--- src/rtl/bwx_pkg.sv ---
package bwx_pkg;
  localparam int NUM_SPACES = 4;
  localparam int SPACE_W    = $clog2(NUM_SPACES);
  localparam int IDX_W      = SPACE_W + 1;
  localparam int ERR_W      = 3;
  localparam int ERR_BADSPACE = 0;
  localparam int ERR_DUP      = 1;
  localparam int ERR_NOWIN    = 2;

  typedef enum logic [SPACE_W-1:0] {
    SP_MEM = 2'd0,
    SP_IO  = 2'd1,
    SP_CFG = 2'd2,
    SP_SPC = 2'd3
  } space_e;

  typedef enum logic [1:0] {
    OP_LOAD  = 2'd0,
    OP_INIT  = 2'd1,
    OP_CHECK = 2'd2,
    OP_NONE  = 2'd3
  } cfg_op_e;

  typedef struct packed {
    logic loadWin;
    logic initAll;
    logic upAccept;
    logic dmaAccept;
  } strobe_t;
endpackage

--- src/rtl/bwx_ctrl.sv ---
module bwx_ctrl
  import bwx_pkg::*;
(
  input  logic                  clk,
  input  logic                  rst,
  input  logic                  cfgValid,
  input  logic [1:0]            cfgOp,
  input  logic [IDX_W-1:0]      cfgSpaceIdx,
  input  logic [NUM_SPACES-1:0] occupied,
  input  logic                  clrValid,
  input  logic [ERR_W-1:0]      clrMask,
  input  logic                  upValid,
  input  logic                  dmaValid,
  output strobe_t               strb,
  output logic [ERR_W-1:0]      errStatus,
  output logic                  upReady,
  output logic                  dmaReady,
  output logic                  upRspValid,
  output logic                  dmaRspValid
);
  logic isLoad, idxOk, slotBusy;
  logic [ERR_W-1:0] setBits, clrBits, keepBits;

  assign upReady  = !rst;
  assign dmaReady = !rst;

  always_comb begin
    isLoad   = cfgValid && (cfgOp == OP_LOAD);
    idxOk    = cfgSpaceIdx < IDX_W'(NUM_SPACES);
    slotBusy = idxOk && occupied[cfgSpaceIdx[SPACE_W-1:0]];
    setBits  = '0;
    setBits[ERR_BADSPACE] = isLoad && !idxOk;
    setBits[ERR_DUP]      = isLoad && slotBusy;
    setBits[ERR_NOWIN]    = cfgValid && (cfgOp == OP_CHECK) && (occupied == '0);
    clrBits  = clrValid ? clrMask : '0;
    keepBits = errStatus & ~clrBits;
    strb.loadWin   = isLoad && idxOk && !slotBusy;
    strb.initAll   = cfgValid && (cfgOp == OP_INIT);
    strb.upAccept  = upValid && upReady;
    strb.dmaAccept = dmaValid && dmaReady;
  end

  always_ff @(posedge clk) begin
    if (rst) begin
      errStatus   <= '0;
      upRspValid  <= 1'b0;
      dmaRspValid <= 1'b0;
    end else begin
      errStatus   <= keepBits | setBits;
      upRspValid  <= strb.upAccept;
      dmaRspValid <= strb.dmaAccept;
    end
  end

  // one response in the cycle after each acceptance
  p_rsp_follows_r13: assert property (@(posedge clk) disable iff (rst)
    upRspValid == $past(upValid && upReady));
  p_dma_rsp_follows_r13: assert property (@(posedge clk) disable iff (rst)
    dmaRspValid == $past(dmaValid && dmaReady));
  // bits not cleared stay set
  p_sticky_r12: assert property (@(posedge clk) disable iff (rst)
    1'b1 |=> ((errStatus & $past(keepBits)) == $past(keepBits)));
  // out-of-range index never loads and flags the fault
  p_bad_idx_r4: assert property (@(posedge clk) disable iff (rst)
    (cfgValid && cfgOp == OP_LOAD && cfgSpaceIdx >= IDX_W'(NUM_SPACES))
      |=> errStatus[ERR_BADSPACE]);
endmodule

--- src/rtl/bwx_dpath.sv ---
module bwx_dpath
  import bwx_pkg::*;
#(
  parameter int ADDR_W = 32,
  parameter int LEN_W  = 16
) (
  input  logic                  clk,
  input  logic                  rst,
  input  strobe_t               strb,
  input  logic [SPACE_W-1:0]    cfgIdx,
  input  logic [ADDR_W-1:0]     cfgParentBase,
  input  logic [ADDR_W-1:0]     cfgChildBase,
  input  logic [ADDR_W-1:0]     cfgSize,
  input  logic [SPACE_W-1:0]    cfgParentSpace,
  output logic [NUM_SPACES-1:0] occupied,
  input  logic                  upWrite,
  input  logic [ADDR_W-1:0]     upAddr,
  input  logic [LEN_W-1:0]      upLen,
  output logic [LEN_W-1:0]      upRspLen,
  output logic                  upRspErr,
  output logic                  dnValid,
  output logic [SPACE_W-1:0]    dnSpace,
  output logic [ADDR_W-1:0]     dnAddr,
  output logic [LEN_W-1:0]      dnLen,
  output logic                  dnWrite,
  input  logic                  dmaWrite,
  input  logic [SPACE_W-1:0]    dmaSpace,
  input  logic [ADDR_W-1:0]     dmaAddr,
  input  logic [LEN_W-1:0]      dmaLen,
  output logic [LEN_W-1:0]      dmaRspLen,
  output logic                  dmaRspErr,
  output logic                  fwdValid,
  output logic [SPACE_W-1:0]    fwdSpace,
  output logic [ADDR_W-1:0]     fwdAddr,
  output logic [LEN_W-1:0]      fwdLen,
  output logic                  fwdWrite
);
  localparam int EXT_W = ADDR_W + 1;
  localparam int MEM_IDX = 0;

  logic [ADDR_W-1:0]  pBase  [NUM_SPACES];
  logic [ADDR_W-1:0]  cBase  [NUM_SPACES];
  logic [ADDR_W-1:0]  wSize  [NUM_SPACES];
  logic [SPACE_W-1:0] pSpace [NUM_SPACES];

  logic [NUM_SPACES-1:0] hit;
  logic [EXT_W-1:0]      upEnd;
  logic [SPACE_W-1:0]    sel;
  logic                  anyHit;
  logic [ADDR_W-1:0]     xlat;

  logic [EXT_W-1:0] dmaStart, dmaEnd, childLo, childHi;
  logic startIn, endIn, clash, dmaBad;

  // window storage
  always_ff @(posedge clk) begin
    if (rst) begin
      for (int i = 0; i < NUM_SPACES; i++) begin
        pBase[i]  <= '0;
        cBase[i]  <= '0;
        wSize[i]  <= '0;
        pSpace[i] <= '0;
      end
    end else if (strb.initAll) begin
      for (int i = 0; i < NUM_SPACES; i++) wSize[i] <= '0;
    end else if (strb.loadWin) begin
      pBase[cfgIdx]  <= cfgParentBase;
      cBase[cfgIdx]  <= cfgChildBase;
      wSize[cfgIdx]  <= cfgSize;
      pSpace[cfgIdx] <= cfgParentSpace;
    end
  end

  // per-window full-fit match
  assign upEnd = {1'b0, upAddr} + EXT_W'(upLen);
  for (genvar g = 0; g < NUM_SPACES; g++) begin : g_win
    logic [EXT_W-1:0] winEnd;
    assign winEnd      = {1'b0, pBase[g]} + {1'b0, wSize[g]};
    assign occupied[g] = (wSize[g] != '0);
    assign hit[g]      = occupied[g] && (upAddr >= pBase[g]) && (upEnd <= winEnd);
  end

  // lowest index wins
  always_comb begin
    sel = '0;
    for (int i = NUM_SPACES - 1; i >= 0; i--)
      if (hit[i]) sel = SPACE_W'(i);
  end
  assign anyHit = |hit;
  assign xlat   = upAddr - pBase[sel] + cBase[sel];

  // DMA filter against own downstream memory window
  always_comb begin
    dmaStart = {1'b0, dmaAddr};
    dmaEnd   = dmaStart + EXT_W'(dmaLen);
    childLo  = {1'b0, cBase[MEM_IDX]};
    childHi  = childLo + {1'b0, wSize[MEM_IDX]};
    startIn  = (dmaStart >= childLo) && (dmaStart <= childHi);
    endIn    = (dmaEnd >= childLo) && (dmaEnd <= childHi);
    clash    = occupied[MEM_IDX] && (startIn || endIn);
    dmaBad   = (dmaSpace != SP_MEM) || clash;
  end

  always_ff @(posedge clk) begin
    if (rst) begin
      upRspLen <= '0; upRspErr <= 1'b0;
      dnValid  <= 1'b0; dnSpace <= '0; dnAddr <= '0; dnLen <= '0; dnWrite <= 1'b0;
      dmaRspLen <= '0; dmaRspErr <= 1'b0;
      fwdValid <= 1'b0; fwdSpace <= '0; fwdAddr <= '0; fwdLen <= '0; fwdWrite <= 1'b0;
    end else begin
      dnValid  <= 1'b0;
      fwdValid <= 1'b0;
      if (strb.upAccept) begin
        dnValid  <= anyHit;
        dnSpace  <= sel;
        dnAddr   <= xlat;
        dnLen    <= upLen;
        dnWrite  <= upWrite;
        upRspLen <= anyHit ? upLen : '0;
        upRspErr <= !anyHit;
      end
      if (strb.dmaAccept) begin
        fwdValid  <= !dmaBad;
        fwdSpace  <= pSpace[MEM_IDX];
        fwdAddr   <= dmaAddr;
        fwdLen    <= dmaLen;
        fwdWrite  <= dmaWrite;
        dmaRspLen <= dmaBad ? '0 : dmaLen;
        dmaRspErr <= dmaBad;
      end
    end
  end

  // a load strobe only ever reaches an unused window
  p_load_free_r3: assert property (@(posedge clk) disable iff (rst)
    strb.loadWin |-> (wSize[cfgIdx] == '0));
  // init leaves every window unused
  p_init_clear_r11: assert property (@(posedge clk) disable iff (rst)
    strb.initAll |=> (occupied == '0));
  // non-memory DMA is refused and not forwarded
  p_dma_space_r8: assert property (@(posedge clk) disable iff (rst)
    (strb.dmaAccept && dmaSpace != SP_MEM) |=> (dmaRspErr && !fwdValid));
  // a refused upstream access never forwards
  p_miss_quiet_r6: assert property (@(posedge clk) disable iff (rst)
    (strb.upAccept && hit == '0) |=> (!dnValid && upRspLen == '0));
endmodule

--- src/rtl/bridge_window_xlate.sv ---
module bridge_window_xlate
  import bwx_pkg::*;
#(
  parameter int ADDR_W = 32,
  parameter int LEN_W  = 16
) (
  input  logic               clk,
  input  logic               rst,
  input  logic               cfgValid,
  input  logic [1:0]         cfgOp,
  input  logic [2:0]         cfgSpaceIdx,
  input  logic [ADDR_W-1:0]  cfgParentBase,
  input  logic [ADDR_W-1:0]  cfgChildBase,
  input  logic [ADDR_W-1:0]  cfgSize,
  input  logic [1:0]         cfgParentSpace,
  input  logic               clrValid,
  input  logic [2:0]         clrMask,
  output logic [2:0]         errStatus,
  input  logic               upValid,
  output logic               upReady,
  input  logic               upWrite,
  input  logic [ADDR_W-1:0]  upAddr,
  input  logic [LEN_W-1:0]   upLen,
  output logic               upRspValid,
  output logic [LEN_W-1:0]   upRspLen,
  output logic               upRspErr,
  output logic               dnValid,
  output logic [1:0]         dnSpace,
  output logic [ADDR_W-1:0]  dnAddr,
  output logic [LEN_W-1:0]   dnLen,
  output logic               dnWrite,
  input  logic               dmaValid,
  output logic               dmaReady,
  input  logic               dmaWrite,
  input  logic [1:0]         dmaSpace,
  input  logic [ADDR_W-1:0]  dmaAddr,
  input  logic [LEN_W-1:0]   dmaLen,
  output logic               dmaRspValid,
  output logic [LEN_W-1:0]   dmaRspLen,
  output logic               dmaRspErr,
  output logic               fwdValid,
  output logic [1:0]         fwdSpace,
  output logic [ADDR_W-1:0]  fwdAddr,
  output logic [LEN_W-1:0]   fwdLen,
  output logic               fwdWrite
);
  strobe_t               strb;
  logic [NUM_SPACES-1:0] occupied;

  bwx_ctrl u_ctrl (
    .clk(clk), .rst(rst),
    .cfgValid(cfgValid), .cfgOp(cfgOp), .cfgSpaceIdx(cfgSpaceIdx),
    .occupied(occupied), .clrValid(clrValid), .clrMask(clrMask),
    .upValid(upValid), .dmaValid(dmaValid),
    .strb(strb), .errStatus(errStatus),
    .upReady(upReady), .dmaReady(dmaReady),
    .upRspValid(upRspValid), .dmaRspValid(dmaRspValid)
  );

  bwx_dpath #(.ADDR_W(ADDR_W), .LEN_W(LEN_W)) u_dpath (
    .clk(clk), .rst(rst), .strb(strb),
    .cfgIdx(cfgSpaceIdx[SPACE_W-1:0]),
    .cfgParentBase(cfgParentBase), .cfgChildBase(cfgChildBase),
    .cfgSize(cfgSize), .cfgParentSpace(cfgParentSpace),
    .occupied(occupied),
    .upWrite(upWrite), .upAddr(upAddr), .upLen(upLen),
    .upRspLen(upRspLen), .upRspErr(upRspErr),
    .dnValid(dnValid), .dnSpace(dnSpace), .dnAddr(dnAddr),
    .dnLen(dnLen), .dnWrite(dnWrite),
    .dmaWrite(dmaWrite), .dmaSpace(dmaSpace), .dmaAddr(dmaAddr), .dmaLen(dmaLen),
    .dmaRspLen(dmaRspLen), .dmaRspErr(dmaRspErr),
    .fwdValid(fwdValid), .fwdSpace(fwdSpace), .fwdAddr(fwdAddr),
    .fwdLen(fwdLen), .fwdWrite(fwdWrite)
  );
endmodule

--- config.mk ---
export PLATFORM = sky130hd
export DESIGN_NAME = bridge_window_xlate
export DESIGN_NICKNAME = d
export VERILOG_FILES = /design/src/rtl/bwx_pkg.sv /design/src/rtl/bwx_ctrl.sv /design/src/rtl/bwx_dpath.sv /design/src/rtl/bridge_window_xlate.sv
export SDC_FILE = /design/constraint.sdc
export NUM_CORES = 2
export LEC_CHECK = 0
export ABC_AREA = 1
export BUFFER_PORTS_ARGS = -buffer_cell sky130_fd_sc_hd__buf_2
export CORE_ASPECT_RATIO = 1.75
export CORE_MARGIN = 2
export CORE_UTILIZATION = 60
export CTS_CLUSTER_DIAMETER = 80
export CTS_CLUSTER_SIZE = 14
export DETAILED_ROUTE_END_ITERATION = 8
export PLACE_DENSITY_LB_ADDON = 0.08
export SLEW_MARGIN = 20
export SYNTH_ARGS = -nofsm -noshare
export SYNTH_HDL_FRONTEND = slang
export SYNTH_SLANG_ARGS = --single-unit
export TNS_END_PERCENT = 30
--- constraint.sdc ---
create_clock -name clk -period 13.9 [get_ports clk]
set_clock_uncertainty 0.05 [all_clocks]
set_input_delay 4.17 -clock clk [delete_from_list [all_inputs] [get_ports clk]]
set_output_delay 4.17 -clock clk [all_outputs]
set_load 0.05 [all_outputs]
==> summary.md <==
| Metric | Value |
|---|---|
| Outcome | `finished clean` |
| Leakage | `21.3 nW` |
| CP endpoint kind | `flip-flop` |
| Cell Rows | `around 130` |
| Clock transition at path regs | `0.07 ns` |
| Grt ovf | `0` |
| R2r worst-path depth | `54` |
| Clk sink count | `about 530` |
| Initial core utilization | `a little over 60%` |
| CTS root buf | `clkbuf_16` |
| Clock Tree Buf Depth | `3` |
| Slowest-stage cell, CP | `fa_1` |
| Die width | `201 um` |
| Post-layout util | `between 60% and 70%` |
| Hold_ws | `0.391 ns` |
| Hold path endpoint | `u_dpath.fwdSpace[1]$_SDFFE_PP0P_` |
| Most frequent CP cell | `nand2_1` |
| Max incr delay on CP | `0.48 ns` |
| Routed wire per std cell | `23.8 um` |
| PnR worst setup slack | `0.896 ns` |
| Vias/cell | `between 6 and 7` |
| Vias | `36900` |
| Final WL | `~140000 um` |
| Initial DRT Pass Iterations | `5` |
| Core footprint | `67300 um^2` |
| Hold_sp | `u_dpath.pSpace[0][1]$_SDFFCE_PN0P_` |
| Mapped cell area | `40700 um^2` |
| Sequential element share of the synthesized area | `35.5%` |
| Worst-path fanout max | `36` |
| First-pass GRT wire length | `211000 um` |
| Post-Synthesis Cells | `4808` |
| Layout net count | `5990` |
| Distinct cells, synth | `77` |
| Ys Warns | `0` |
| CTS tree | `built` |
| Hold Path Class | `flip-flop to flip-flop` |
| Max-Slew Margin vs Limit | `roughly 23%` |
| Kind of critical path | `input pin to flip-flop` |
| # DRC | `0` |
| Worst Tran Pin Value | `around 1.2 ns` |
| Syn_nets | `between 5000 and 6000` |
| Post-synthesis async set-or-reset flop share | `0%` |
| Worst vdd ir | `0.111 mV` |
| Detailed-placement wirelength estimate | `116000 um` |
| Max Cap Viol | `0` |
| Max Clk Rate | `~0.077 GHz` |
| Gpl congestion | `1.04` |
| Final period util | `between 90% and 100%` |
| Vias in the first global route | `36300` |
| Commonest non-fill, non-tap cell in the layout | `nand2_1` |
| Die Y | `roughly 350 um` |
| Crit start category | `input pin` |
| Most frequent cells in the layout | `nand2_1, nor2_1, ha_1` |
| Worst R2R Setup Slack | `about 3.7 ns` |
| Final Critical Period | `13.00 ns` |
| Num CTS Buffers | `45` |
| Initial antenna violation count | `9` |
| Area growth, synth to finish | `10.1%` |
| Ratio of cells with drive above 1 in the final layout | `10.9%` |
| Setup repair after global routing missed its margin | `no` |
| H-Tree Depth | `2` |
| Post-synth EDFFs | `386` |
| Main flop type after synthesis | `edfxtp_1` |
| Crit Reg-Reg Startpoint | `u_dpath.wSize[0][1]$_SDFFCE_PN0P_` |
| Initial DRC Count | `3195` |
| Pwr dens | `119 nW/um^2` |
| CP arrival | `13.48 ns` |
| Setup Viol. Count Final | `0` |
| FF-to-FF End | `u_dpath.dnAddr[29]$_SDFFE_PP0P_` |
| Post-route ant nets | `0` |
| Final Max Slew Viols | `0` |
| Avg Inst Size Synth | `8.47 um^2` |
| Largest net degree at the start of global routing | `90` |
| Setup TNS | `0 ns` |
| Register bit total from synthesis | `529` |
| # hold bufs at CTS | `0` |
| Clock insertion delay at the later pin of the skew report | `0.62 ns` |
| Pre-CTS setup slack | `0.236 ns` |
| Critical Path Source | `upAddr[1]` |
| Worst Path Required | `14.38 ns` |
| I/O pin count | `357` |
| Die area | `70000 um^2` |
| Gr usage total | `40.4%` |
| IO buf count | `~360` |
| Final hold violations | `0` |
| Hold path depth | `2` |
-- report_power, final --
part	internal [mW]	leakage [nW]	switching, mW	total, mW
logic	0.731	15.4	1.49	2.22
clock network	0.656	0.659	0.616	1.27
registers	1.78	5.33	0.0726	1.85
total	3.16	21.3	2.17	5.34
-- area by class of cell --
type / instances / area (um^2)
clock buffers: 79 / 1340
clock inverters: 4 / 40.0
inverters: 539 / 2030
diodes: 5 / 12.5
well taps: 896 / 1120
fillers: 5913 / 22500
multi-input cells: 3621 / 23700
flip-flops and latches: 529 / 14500
repair buffers: 397 / 2100
-- synth_stat cells (21+ instances only) --
library cell,n,share of area [%]
ha_1,607,19
xnor2_1,83,1.8
dfxtp_1,143,7.0
a22oi_1,26,0.48
nor3_1,43,0.53
nand4_1,60,0.92
clkbuf_1,69,0.64
nor2_1,647,6.0
a21oi_1,453,5.6
edfxtp_1,386,28
fa_1,38,1.9
nor4_1,47,0.72
a31oi_1,25,0.38
nand2_1,744,6.9
a211oi_1,23,0.42
nand3_1,184,2.3
a22o_1,21,0.45
inv_1,530,4.9
o21ai_0,176,2.2
o21ai_1,59,0.73
nand2_2,21,0.32
a21boi_1,27,0.50
buf_2,22,0.27
xor2_1,122,2.6
-- timing repair --
item                       CTS  global route
setup buffers                0             0
resized for setup            0             3
setup endpoints to repair    0             4
-- logic make-up (layout without fill, tap and decap cells) --
family                     count (synthesis)  count (layout)  share of synthesized area (%)
xor gates and xnor gates                 205             205                           4.41
and+or+nand+nor                         1788            1788                           18.5
DFF                                      529             529                           35.5
buffers and inverters                    658            1019                           6.52
AOI/OAI and AO/OA                        983             983                           14.5
adders and majority gates                645             645                           20.5
other                                      0               5                              0
-- through the flow --
| stage | total power, mW | std cells | cell area (um^2) |
|---|---|---|---|
| 2_1_floorplan | 3.41 | 4808 | 40700 |
| 5_1_grt | 5.61 | 6069 | 44800 |
| 3_3_place_gp | 4.02 | 5982 | 43400 |
| 6_report | 5.34 | 6070 | 44800 |
| 3_5_place_dp | 4.05 | 5982 | 43400 |
| 4_1_cts | 5.31 | 6065 | 44800 |
-- how the worst max path moves through the flow --
stage | slack, ns | to | cells past startpoint
2_1_floorplan | 2.19 | u_dpath.dnAddr[28]$_SDFFE_PP0P_ | 60
3_3_place_gp | 0.42 | u_dpath.dnAddr[28]$_SDFFE_PP0P_ | 57
3_5_place_dp | 0.24 | u_dpath.dnAddr[28]$_SDFFE_PP0P_ | 62
4_1_cts | 0.82 | u_dpath.dnAddr[28]$_SDFFE_PP0P_ | 62
5_1_grt | 0.03 | u_dpath.dnAddr[28]$_SDFFE_PP0P_ | 62
6_report | 0.90 | u_dpath.dnAddr[28]$_SDFFE_PP0P_ | 63
-- worst max-delay path: cells and delay by family --
kind / cells / cell delay [ns]
AO/OA/AOI/OAI: 24 / 3.78
adder cells (fa/ha/maj): 4 / 1.34
buffers and inverters: 6 / 0.86
AND/OR/NAND/NOR: 29 / 3.26
-- metal layers --
layer / part of all wire (%) / track usage, % / vias up
li1: - / - / 17300
met1: 34 / 42.8 / 17500
met2: 49 / 72.0 / 1590
met4: 8.9 / 31.0 / 8
met5: 0.033 / 0 / -
met3: 7.6 / 6.34 / 480
-- state kept, by name, summed over array words and instances, names as in the netlist, 3 cells and up --
name and flops:
u_ctrl.errStatus 3, u_dpath.cBase 128, u_dpath.dmaRspLen 16, u_dpath.dnAddr 32, u_dpath.dnLen 16, u_dpath.fwdAddr 32, u_dpath.fwdLen 16, u_dpath.pBase 128
u_dpath.upRspLen 16, u_dpath.wSize 128
Note: power is estimated with default switching activity, not from simulation.
